`src/rtl/dual_tick_timer.sv`:
```
module dual_tick_timer #(
  parameter int DW = 32,
  parameter int AW = 8
) (
  input  logic          clk,
  input  logic          rst_n,
  input  logic          wr_en,
  input  logic [AW-1:0] addr,
  input  logic [DW-1:0] wdata,
  output logic [DW-1:0] rdata,
  input  logic [3:0]    tick_src,
  output logic          irq
);
  localparam int OPW  = 2;
  localparam int SELW = 3;
  localparam int CW   = OPW + SELW;

  localparam logic [AW-1:0] A_DIV0 = AW'(8'h00);
  localparam logic [AW-1:0] A_CNT0 = AW'(8'h04);
  localparam logic [AW-1:0] A_CTL0 = AW'(8'h08);
  localparam logic [AW-1:0] A_DIV1 = AW'(8'h10);
  localparam logic [AW-1:0] A_CNT1 = AW'(8'h14);
  localparam logic [AW-1:0] A_CTL1 = AW'(8'h18);
  localparam logic [AW-1:0] A_MASK = AW'(8'h48);
  localparam logic [AW-1:0] A_ACK  = AW'(8'h4C);
  localparam logic [AW-1:0] A_RAW  = AW'(8'h50);
  localparam logic [AW-1:0] A_MSK  = AW'(8'h54);

  logic [DW-1:0] div_q [2];
  logic [DW-1:0] cnt_q [2];
  logic [CW-1:0] ctrl_q [2];
  logic [1:0]    run_q, raw_q, mask_q;
  logic [1:0]    wr_div, wr_ctl, tick_en, hit, ack;

  assign wr_div[0] = wr_en && addr == A_DIV0;
  assign wr_div[1] = wr_en && addr == A_DIV1;
  assign wr_ctl[0] = wr_en && addr == A_CTL0;
  assign wr_ctl[1] = wr_en && addr == A_CTL1;
  assign ack       = (wr_en && addr == A_ACK) ? wdata[1:0] : 2'b00;

  for (genvar g = 0; g < 2; g++) begin : g_tmr
    logic [SELW-1:0] sel;
    assign sel        = ctrl_q[g][CW-1:OPW];
    assign tick_en[g] = run_q[g] && sel[SELW-1] && tick_src[sel[1:0]];
    assign hit[g]     = tick_en[g] && (cnt_q[g] <= DW'(1));
  end

  always_ff @(posedge clk or negedge rst_n) begin
    if (!rst_n) begin
      for (int t = 0; t < 2; t++) begin
        div_q[t]  <= '0;
        cnt_q[t]  <= '0;
        ctrl_q[t] <= '0;
      end
      run_q  <= '0;
      raw_q  <= '0;
      mask_q <= '0;
    end else begin
      for (int t = 0; t < 2; t++) begin
        if (wr_div[t]) div_q[t] <= wdata;
        if (wr_ctl[t]) begin
          ctrl_q[t] <= wdata[CW-1:0];
          case (wdata[OPW-1:0])
            2'd1:    run_q[t] <= 1'b0;
            2'd2:    run_q[t] <= 1'b1;
            default: ;
          endcase
        end
        if (wr_ctl[t] && wdata[OPW-1:0] == 2'd0)
          cnt_q[t] <= div_q[t];
        else if (tick_en[t])
          cnt_q[t] <= hit[t] ? div_q[t] : cnt_q[t] - DW'(1);
      end
      if (wr_en && addr == A_MASK) mask_q <= wdata[1:0];
      raw_q <= (raw_q & ~ack) | hit;
    end
  end

  assign irq = |(raw_q & mask_q);

  always_comb begin
    case (addr)
      A_DIV0:  rdata = div_q[0];
      A_CNT0:  rdata = cnt_q[0];
      A_CTL0:  rdata = DW'(ctrl_q[0]);
      A_DIV1:  rdata = div_q[1];
      A_CNT1:  rdata = cnt_q[1];
      A_CTL1:  rdata = DW'(ctrl_q[1]);
      A_MASK:  rdata = DW'(mask_q);
      A_RAW:   rdata = DW'(raw_q);
      A_MSK:   rdata = DW'(raw_q & mask_q);
      default: rdata = '0;
    endcase
  end
endmodule

```
`config.mk`:
```
export PLATFORM = sky130hd
export DESIGN_NAME = dual_tick_timer
export DESIGN_NICKNAME = d
export VERILOG_FILES = /design/src/rtl/dual_tick_timer.sv
export SDC_FILE = /design/constraint.sdc
export NUM_CORES = 1
export LEC_CHECK = 0
export ABC_AREA = 1
export BUFFER_PORTS_ARGS = -buffer_cell sky130_fd_sc_hd__buf_2
export CAP_MARGIN = 20
export CORE_UTILIZATION = 30
export CTS_CLUSTER_DIAMETER = 60
export DETAILED_ROUTE_END_ITERATION = 8
export PLACE_DENSITY = 0.43
export SETUP_SLACK_MARGIN = 0.15
export SLEW_MARGIN = 20
export SYNTH_ARGS = -nofsm -noshare
export SYNTH_HDL_FRONTEND = slang
export SYNTH_SLANG_ARGS = --single-unit
export TNS_END_PERCENT = 20
```
`constraint.sdc`:
```
create_clock -name clk -period 2.3 [get_ports clk]
set_input_delay 0.23 -clock clk [delete_from_list [all_inputs] [get_ports clk]]
set_output_delay 0.23 -clock clk [all_outputs]
set_load 0.02 [all_outputs]
```
Yosys cells after proc, flatten, opt, wreduce, memory -nomap -nowiden. Index checks and enable logic that the tools add are counted.

Word-level logic and storage cells: 67. Output and inout bits: 33. Bits in registers: 144.

Reductions and logical operators: 22. $lt $le $gt $ge: 4. Bitwise gates (word level): 5. Multiplexer cells: 13. $add $sub $neg: 2. Eq/ne operators: 11.

Operator list (count): case mux 32 bit (9 select lines) (1); two-way mux 32 bit (6); <= comparator 32 x 1 -> 1 bit, second input constant (2); subtractor 32 x 1 -> 32 bit, second input constant (2); equality test 8 x 7 -> 1 bit, second input constant (4); equality test 8 x 5 -> 1 bit, second input constant (3); logical AND 1 bit (14); equality test 8 x 3 -> 1 bit, second input constant (1); equality test 8 x 4 -> 1 bit, second input constant (1); zero test 8 bit (1); AND 2 bit (3); < comparator 2 x 3 -> 1 bit, second input constant (2); nonzero test 2 bit (3); binary-select mux 1 bit (select 2 bit) (2); AND reduction 2 bit (2); equality test 2 x 1 -> 1 bit, second input constant (1); equality test 2 bit, second input constant (1); zero test 2 bit (1); two-way mux 1 bit (2); two-way mux 2 bit (1); NOT 2 bit (1); bitwise OR 2 bit (1); case mux 1 bit (2 select lines) (1); OR reduction 2 bit (1).

Logic depth before layout (Yosys ltp). Gate-level depths: netlist (run 1).

Depth after elaboration: 7. Gate-level depth with buffers: 13.

Worst setup path after synthesis (run 1). No wires, ideal clock.

Kind: register -> register. Start: reg cnt_q[32] in the netlist's numbering. End: reg cnt_q[45] in the netlist's numbering. Slack: 0.531 ns. Data required time: 2.217 ns. Cell stages (with the launch flop): 13. Library setup time: 0.083 ns. Data arrival time: 1.687 ns. Period minus slack after synthesis: 1.769 ns. Cells stage by stage: dfrtp_1 > inv_1 > ha_1 > nand2_2 > nor2_4 > nand2_2 > nand2_1 > nand2_2 > buf_6 > buf_6 > nand3_1 > nand3_1 > o21ai_0.

Cells in the longest elaborated chain, start to end: 5.

RTL lines: start, declared (line 30) `logic [DW-1:0] cnt_q [2];`; start signal, assigned by index (line 70) `cnt_q[t] <= div_q[t];`; start signal, assigned by index (line 72) `cnt_q[t] <= hit[t] ? div_q[t] : cnt_q[t] - DW'(1);`; <= comparator 32 x 1 -> 1 bit (line 45) `assign hit[g] = tick_en[g] && (cnt_q[g] <= DW'(1));`; logical AND 1 bit (line 45); two-way mux 32 bit * (line 72); two-way mux 32 bit * (line 71) `else if (tick_en[t])`; two-way mux 32 bit * (line 69) `if (wr_ctl[t] && wdata[OPW-1:0] == 2'd0)`.

Every way passes the cells marked *; elsewhere a longest branch is shown, timed or not. The select of a mux whose other input is x is not followed. A chain may end at the register's enable or synchronous reset.

Worst setup path in the final report (run 1).
Start: in addr[6]. End: out rdata[13].

Cells in the longest elaborated chain, start to end: 2.

RTL lines: start, declared (line 8) `input logic [AW-1:0] addr,`; equality test 8 x 7 -> 1 bit (tied with other cells) (line 82) `case (addr)`; case mux 32 bit (9 select lines) * (line 82); end, declared (line 10) `output logic [DW-1:0] rdata,`.

Every way passes the cells marked *; elsewhere a longest branch is shown, timed or not.

==> summary.txt, run 1 <==
STA
  – Worst-Margin Slew: between 0.7 and 0.8 ns
  – Top achievable clock speed: about 470 MHz
  – RSZ-0062 raised after global routing: yes
  – Max-slew violation count: 0
  – Setup Skew: between 0.01 and 0.015 ns
  – Min Hold Slack: approximately 0.033 ns
  – Final hold vios: 0
  – Final period utilization: 0.920
  – Final setup violation count: 0
  – Final setup margin: between 0.15 and 0.2 ns
  – Tmin final: 2.12 ns
  – Max-slew headroom: 0.531
  – Final TNS setup: 0 ns

Synthesis
  – Unique cell type count in the Yosys netlist: 37
  – Syn nets: about 1.4k
  – Yosys warns: 0
  – Syn Area/Cell: between 6 and 7 sq um
  – FF+latch count, synth: 144
  – Seq/Total Area, Yosys: 0.389
  – Mapped Cells: ~1.4k
  – Synthesized cell area: roughly 9300 sq um

Routing
  – Post-route ant nets: 0
  – Drt first-iter violations: 755
  – Vias per std cell: between 4 and 5
  – Vias: about 9.2k
  – Remaining DRCs: 0
  – DRT Pass-1 Iters: 6
  – Routed WL per cell: 18.4 microns
  – Wirelength, routed: approximately 35000 microns

Clocking
  – # H-tree levels: 4
  – Max Root-Sink Buffers: 2
  – CTS buffer count: 17
  – CTS tree: done
  – CTS sink cnt: ~140
  – Worst-Skew Late Latency: about 0.44 ns
  – Clock slew at reported path FFs: around 0.06 ns
  – Clock root cell: clkbuf_16

Outcome
  – Status: finished clean

Floorplan
  – Total I/O pin count: 80
  – Chip height: 178 microns
  – Row count: 63
  – Starting Density: 0.309
  – Die X-Extent: ~180 microns
  – Core area: approximately 30000 sq um
  – DIE AREA: between 30000 and 40000 sq um

Worst setup path
  – CP Data Arrival Time: about 1.9 ns
  – CP max FO: 8
  – Crit path max-delay family: buffers and inverters
  – CP max stage delay: between 0.2 and 0.25 ns
  – Critical Path RT: just over 2 ns
  – Crit. End Element: output pin
  – Crit path cell chain: buf_2, inv_2, nand2_1, nor3_4, buf_4, nand2_4, inv_2, nand2_1, o21ai_1, a21oi_1, o21ai_0, buf_2
  – CP Class: in2out
  – Worst path bufs/invs: 5
  – CP max stage cell: buf_2
  – CP Launch Type: input port

Power and ir drop
  – Total power: ~8.3 mW
  – Pwr dens: between 700 and 800 nW/um^2
  – Peak supply drop: 0.000533 V
  – Leakage power: 5.44 nW

Placement
  – Setup WS pre-CTS: a little over 0.09 ns
  – Port Buffers: between 70 and 80
  – HPWL after DPL: ~27000 microns
  – Gp weighted congestion: slightly above 0.9
  – Area post-placement: between 10000 and 15000 sq um
  – Placed cells: ~1.9k

GRT
  – Number of global-route vias before repair: just over 9k
  – Maximum number of pins on one net before global-route repair: between 60 and 70
  – Gr usage total: 0.232
  – Initial antenna violation count: 1
  – First-pass GRT wire length: roughly 54000 microns
  – Grt ovf: 0

Cells and area
  – Nets: 1551
  – Fraction of layout cells with a size suffix above 1: 0.141
  – Most frequent cells in the layout: nand2_1 (429), inv_1 (191), dfrtp_1 (144)
  – Core Util, Final: 0.370
  – Commonest non-fill, non-tap cell in the layout: nand2_1
  – Layout area overhead: 19.8%
  – Fin cells: ~1.9k
  – Final instance area: between 10000 and 15000 sq um
  – Fillers: about 3.3k

Worst hold path
  – HP Class: in2reg

Run
  – MaxCap Viol Count: 0
[tightest hold or removal path, stage by stage]
cell and delay [ns]:
buf_2 0.09, nand2_1 0.05, o21ai_0 0.06
[power by group]
group	total [mW]	internal [mW]	leakage, nW	switching, mW
Clock	2.87	1.65	0.285	1.22
Combinational	2.40	0.903	3.32	1.50
Sequential	3.02	2.76	1.83	0.261
[state kept, by name, indices dropped and copies added, names as in the netlist]
signal / count
raw_q: 2
cnt_q: 64
ctrl_q: 10
mask_q: 2
div_q: 64
run_q: 2
[timing repair]
item,CTS,global route
gates resized for setup,1,9
hold buffers,1,0
pin swaps,0,1
setup endpoints to repair,1,32
endpoints found under the hold margin,60,0
setup buffers,0,2
[logic make-up after synthesis]
family,after synthesis,synth area share
XOR/XNOR,27,0.0256
flip-flops,144,0.389
AO/OA/AOI/OAI,209,0.119
adder cells (fa/ha/maj),6,0.00811
AND/OR/NAND/NOR,749,0.347
buffers and inverters,249,0.110
[worst paths after layout]
path                                  startpoint                     to  slack [ns]  depth (start not counted)
max                                      addr[6]              rdata[13]        0.18                         12
max in group asynchronous                  rst_n  cnt_q[62]$_DFFE_PN0P_        1.22                          3
min                                     wdata[4]  ctrl_q[9]$_DFFE_PN0P_        0.03                          3
min reg2reg                 div_q[0]$_DFFE_PN0P_   div_q[0]$_DFFE_PN0P_        0.48                          2
max reg2reg                cnt_q[14]$_DFFE_PN0P_  cnt_q[25]$_DFFE_PN0P_        0.26                         10
min in group asynchronous                  rst_n  cnt_q[11]$_DFFE_PN0P_        0.38                          2
[final cells by class]
| cell class | count | area, sq um | share of cell area |
|---|---|---|---|
| diodes | 1 | 2.50 | 0.000226 |
| well taps | 390 | 488 | 0.0440 |
| clock buffers | 19 | 453 | 0.0409 |
| multi-input cells | 991 | 4660 | 0.420 |
| inverters | 198 | 743 | 0.0670 |
| repair buffers | 146 | 1000 | 0.0905 |
| flip-flops and latches | 144 | 3600 | 0.325 |
| clock inverters | 13 | 138 | 0.0124 |
[routing by layer]
| layer | wire length (microns) | GRT usage |
|---|---|---|
| met2 | 16400 | 0.384 |
| met3 | 1560 | 0.0304 |
| met4 | 570 | 0.0570 |
| met1 | 16500 | 0.317 |
| met5 | 0 | 0.00321 |
[cell usage after synthesis]
library cell	count	area [sq um]
nor2_8	1	20.0
buf_1	4	15.0
nor3_4	2	32.5
o21bai_1	1	7.51
nand3_4	1	17.5
o21ai_1	22	110
ha_1	6	75.1
nand4_1	31	194
buf_8	1	15.0
a21oi_1	29	145
nand2_8	1	20.0
o211ai_1	3	22.5
clkbuf_1	23	86.3
inv_1	191	717
nor3_1	1	5.00
nor4_1	2	12.5
dfrtp_1	144	3600
xnor2_1	4	35.0
nor2_1	138	518
nand2_2	10	62.6
nand3_1	113	566
xor2_1	23	201
o21ai_0	120	601
nand2_1	430	1610
a31oi_1	1	6.26
a22o_1	1	8.76
o22ai_1	30	188
inv_2	7	26.3
nor2_2	5	31.3
o221ai_1	1	8.76
nor2_4	3	33.8
buf_4	3	22.5
buf_6	6	67.6
nand2_4	1	11.3
nand3b_1	10	75.1
buf_2	14	70.1
o21a_1	1	7.51
Power figures use the tool's default switching activity.
==> inputs of run 2 (changes only) <==
MAX_ROUTING_LAYER = met4   (was default)
==> run 2 against run 1 <==
Effect of this change: die area unchanged; cell area about the same; utilization about the same; setup slack worse by 0.012 ns; register-to-register slack about the same; clock-buffer cell count unchanged; total power about the same; sequential share of layout area about the same; via count up 0.47%; critical path type unchanged; highest routed layer unchanged.
==> summary.txt, run 2 (synthesis gave the netlist of run 1 again) <==
Outcome
  – Status: finished clean

Worst setup path
  – Worst setup startpoint: addr[6]
  – Reg2reg path depth: 11
  – Critical Path RT: between 2 and 2.5 ns
  – Critical Path End: rdata[13]
  – Worst path bufs/invs: 5
  – Crit. End Element: output pin
  – CP Class: in2out
  – Reg2reg end: cnt_q[28]$_DFFE_PN0P_
  – FF-to-FF setup slack: approximately 0.26 ns
  – Crit path cell chain: buf_2, inv_2, nand2_1, nor3_4, buf_4, nand2_4, inv_2, nand2_1, o21ai_1, a21oi_1, o21ai_0, buf_2
  – CP max stage cell: buf_2
  – CP max FO: 8
  – Crit path max-delay family: buffers and inverters
  – CP Data Arrival Time: around 1.9 ns
  – CP max stage delay: 0.24 ns
  – R2r startpoint: cnt_q[14]$_DFFE_PN0P_
  – CP Launch Type: input port
  – Crit path depth: 12

Routing
  – Drt first-iter violations: 766
  – Wirelength, routed: roughly 35000 microns
  – Vias: roughly 9.2k
  – Routed WL per cell: 18.4 microns
  – Vias per std cell: just under 5
  – Remaining DRCs: 0
  – Post-route ant nets: 0
  – DRT Pass-1 Iters: 5

GRT
  – Number of global-route vias before repair: about 9.1k
  – Gr usage total: 0.239
  – Maximum number of pins on one net before global-route repair: 66
  – Grt ovf: 0
  – Initial antenna violation count: 0
  – First-pass GRT wire length: about 54000 microns

Power and ir drop
  – Leakage power: approximately 5.4 nW
  – Pwr dens: between 700 and 800 nW/um^2
  – Peak supply drop: about 0.00054 V

STA
  – Final period utilization: 0.925
  – Final hold vios: 0
  – Top achievable clock speed: ~470 MHz
  – Final setup violation count: 0
  – Max-slew violation count: 0
  – Worst-Margin Slew: between 0.7 and 0.8 ns
  – Final TNS setup: 0 ns
  – Tmin final: 2.13 ns
  – Setup Skew: about 0.013 ns
  – Max-slew headroom: 0.528
  – RSZ-0062 raised after global routing: yes

Clocking
  – Clock root cell: clkbuf_16
  – CTS tree: done
  – Worst-Skew Late Latency: about 0.44 ns
  – Clock slew at reported path FFs: 0.06 ns
  – CTS sink cnt: around 140
  – CTS buffer count: 17
  – # H-tree levels: 4
  – Max Root-Sink Buffers: 2

Floorplan
  – Chip height: ~180 microns
  – Total I/O pin count: 80
  – DIE AREA: ~32000 sq um
  – Die X-Extent: around 180 microns
  – Starting Density: 0.309
  – Row count: between 60 and 70
  – Core area: 30000 sq um

Cells and area
  – Nets: between 1.5k and 2k
  – Layout area overhead: 19.8%
  – Core Util, Final: 0.370
  – Fraction of layout cells with a size suffix above 1: 0.141
  – Largest regs: cnt_q: 64 flops, div_q: 64 flops, ctrl_q: 10 flops
  – Commonest non-fill, non-tap cell in the layout: nand2_1
  – Antenna Cells: 0
  – Most frequent cells in the layout: nand2_1 (429), inv_1 (191), dfrtp_1 (144)

Placement
  – Port Buffers: 79
  – HPWL after DPL: about 27000 microns
  – Gp weighted congestion: 0.930

Worst hold path
  – HP Class: in2reg

Run
  – MaxCap Viol Count: 0
==> run 2: routing by layer <==
metal / up-vias / global-route usage / routed length (microns)
li1: 4625 / - / -
met1: 4319 / 0.318 / 16500
met3: 28 / 0.0296 / 1560
met4: 0 / 0.0563 / 513
met2: 270 / 0.384 / 16400
met5: - / - / 0
==> run 2: worst register-to-register path: stages, from the launching register on <==
cell and delay [ns]:
dfrtp_1 0.44, nor2_1 0.20, nand2_1 0.15, nor2_4 0.20, inv_2 0.05, nor2_2 0.25
nand3_4 0.10, nand2_2 0.09, buf_12 0.18, nand2_1 0.13, nand3_1 0.10, nand2_1 0.05
==> run 2: cell type report <==
| cell class | instances | area, sq um |
|---|---|---|
| fillers | 3333 | 18900 |
| multi-input cells | 991 | 4660 |
| flip-flops and latches | 144 | 3600 |
| repair buffers | 146 | 1000 |
| inverters | 198 | 743 |
| well taps | 390 | 488 |
| clock buffers | 19 | 453 |
| clock inverters | 13 | 138 |
==> run 2: how the worst min path moves through the flow <==
stage	startpoint	endpoint	cells past startpoint
4_1_cts	wdata[4]	ctrl_q[9]$_DFFE_PN0P_	3
5_1_grt	wdata[0]	mask_q[0]$_DFFE_PN0P_	3
3_3_place_gp	rst_n	ctrl_q[6]$_DFFE_PN0P_	1
2_1_floorplan	rst_n	cnt_q[0]$_DFFE_PN0P_	0
6_report	wdata[4]	ctrl_q[9]$_DFFE_PN0P_	3
3_5_place_dp	rst_n	cnt_q[5]$_DFFE_PN0P_	1
==> run 2: report_power, final <==
part           internal (mW)  switching [mW]
combinational          0.903            1.49
clock                   1.65            1.21
sequential              2.76           0.261
==> run 2: stage by stage <==
stage	power (mW)	hold WS, ns	setup WS (ns)	instance area (sq um)	std cells
floorplan	4.60	-0.0656	0.531	9250	1384
global placement	5.43	0.306	0.0569	10400	1866
detailed placement	5.44	0.308	0.0913	10400	1866
CTS	8.36	0.0133	0.154	11000	1899
global route	8.81	0.0365	0.0946	11100	1901
finish	8.29	0.0293	0.173	11100	1901
==> run 2: timing repair <==
| item | in CTS | in global routing |
|---|---|---|
| hold endpoints to repair | 60 | 0 |
| endpoints found under the setup margin | 1 | 32 |
| resized for setup | 1 | 9 |
| pin swaps | 0 | 1 |
| buffers inserted | 0 | 2 |
| gates cloned | 0 | 0 |
| hold buffers | 1 | 0 |
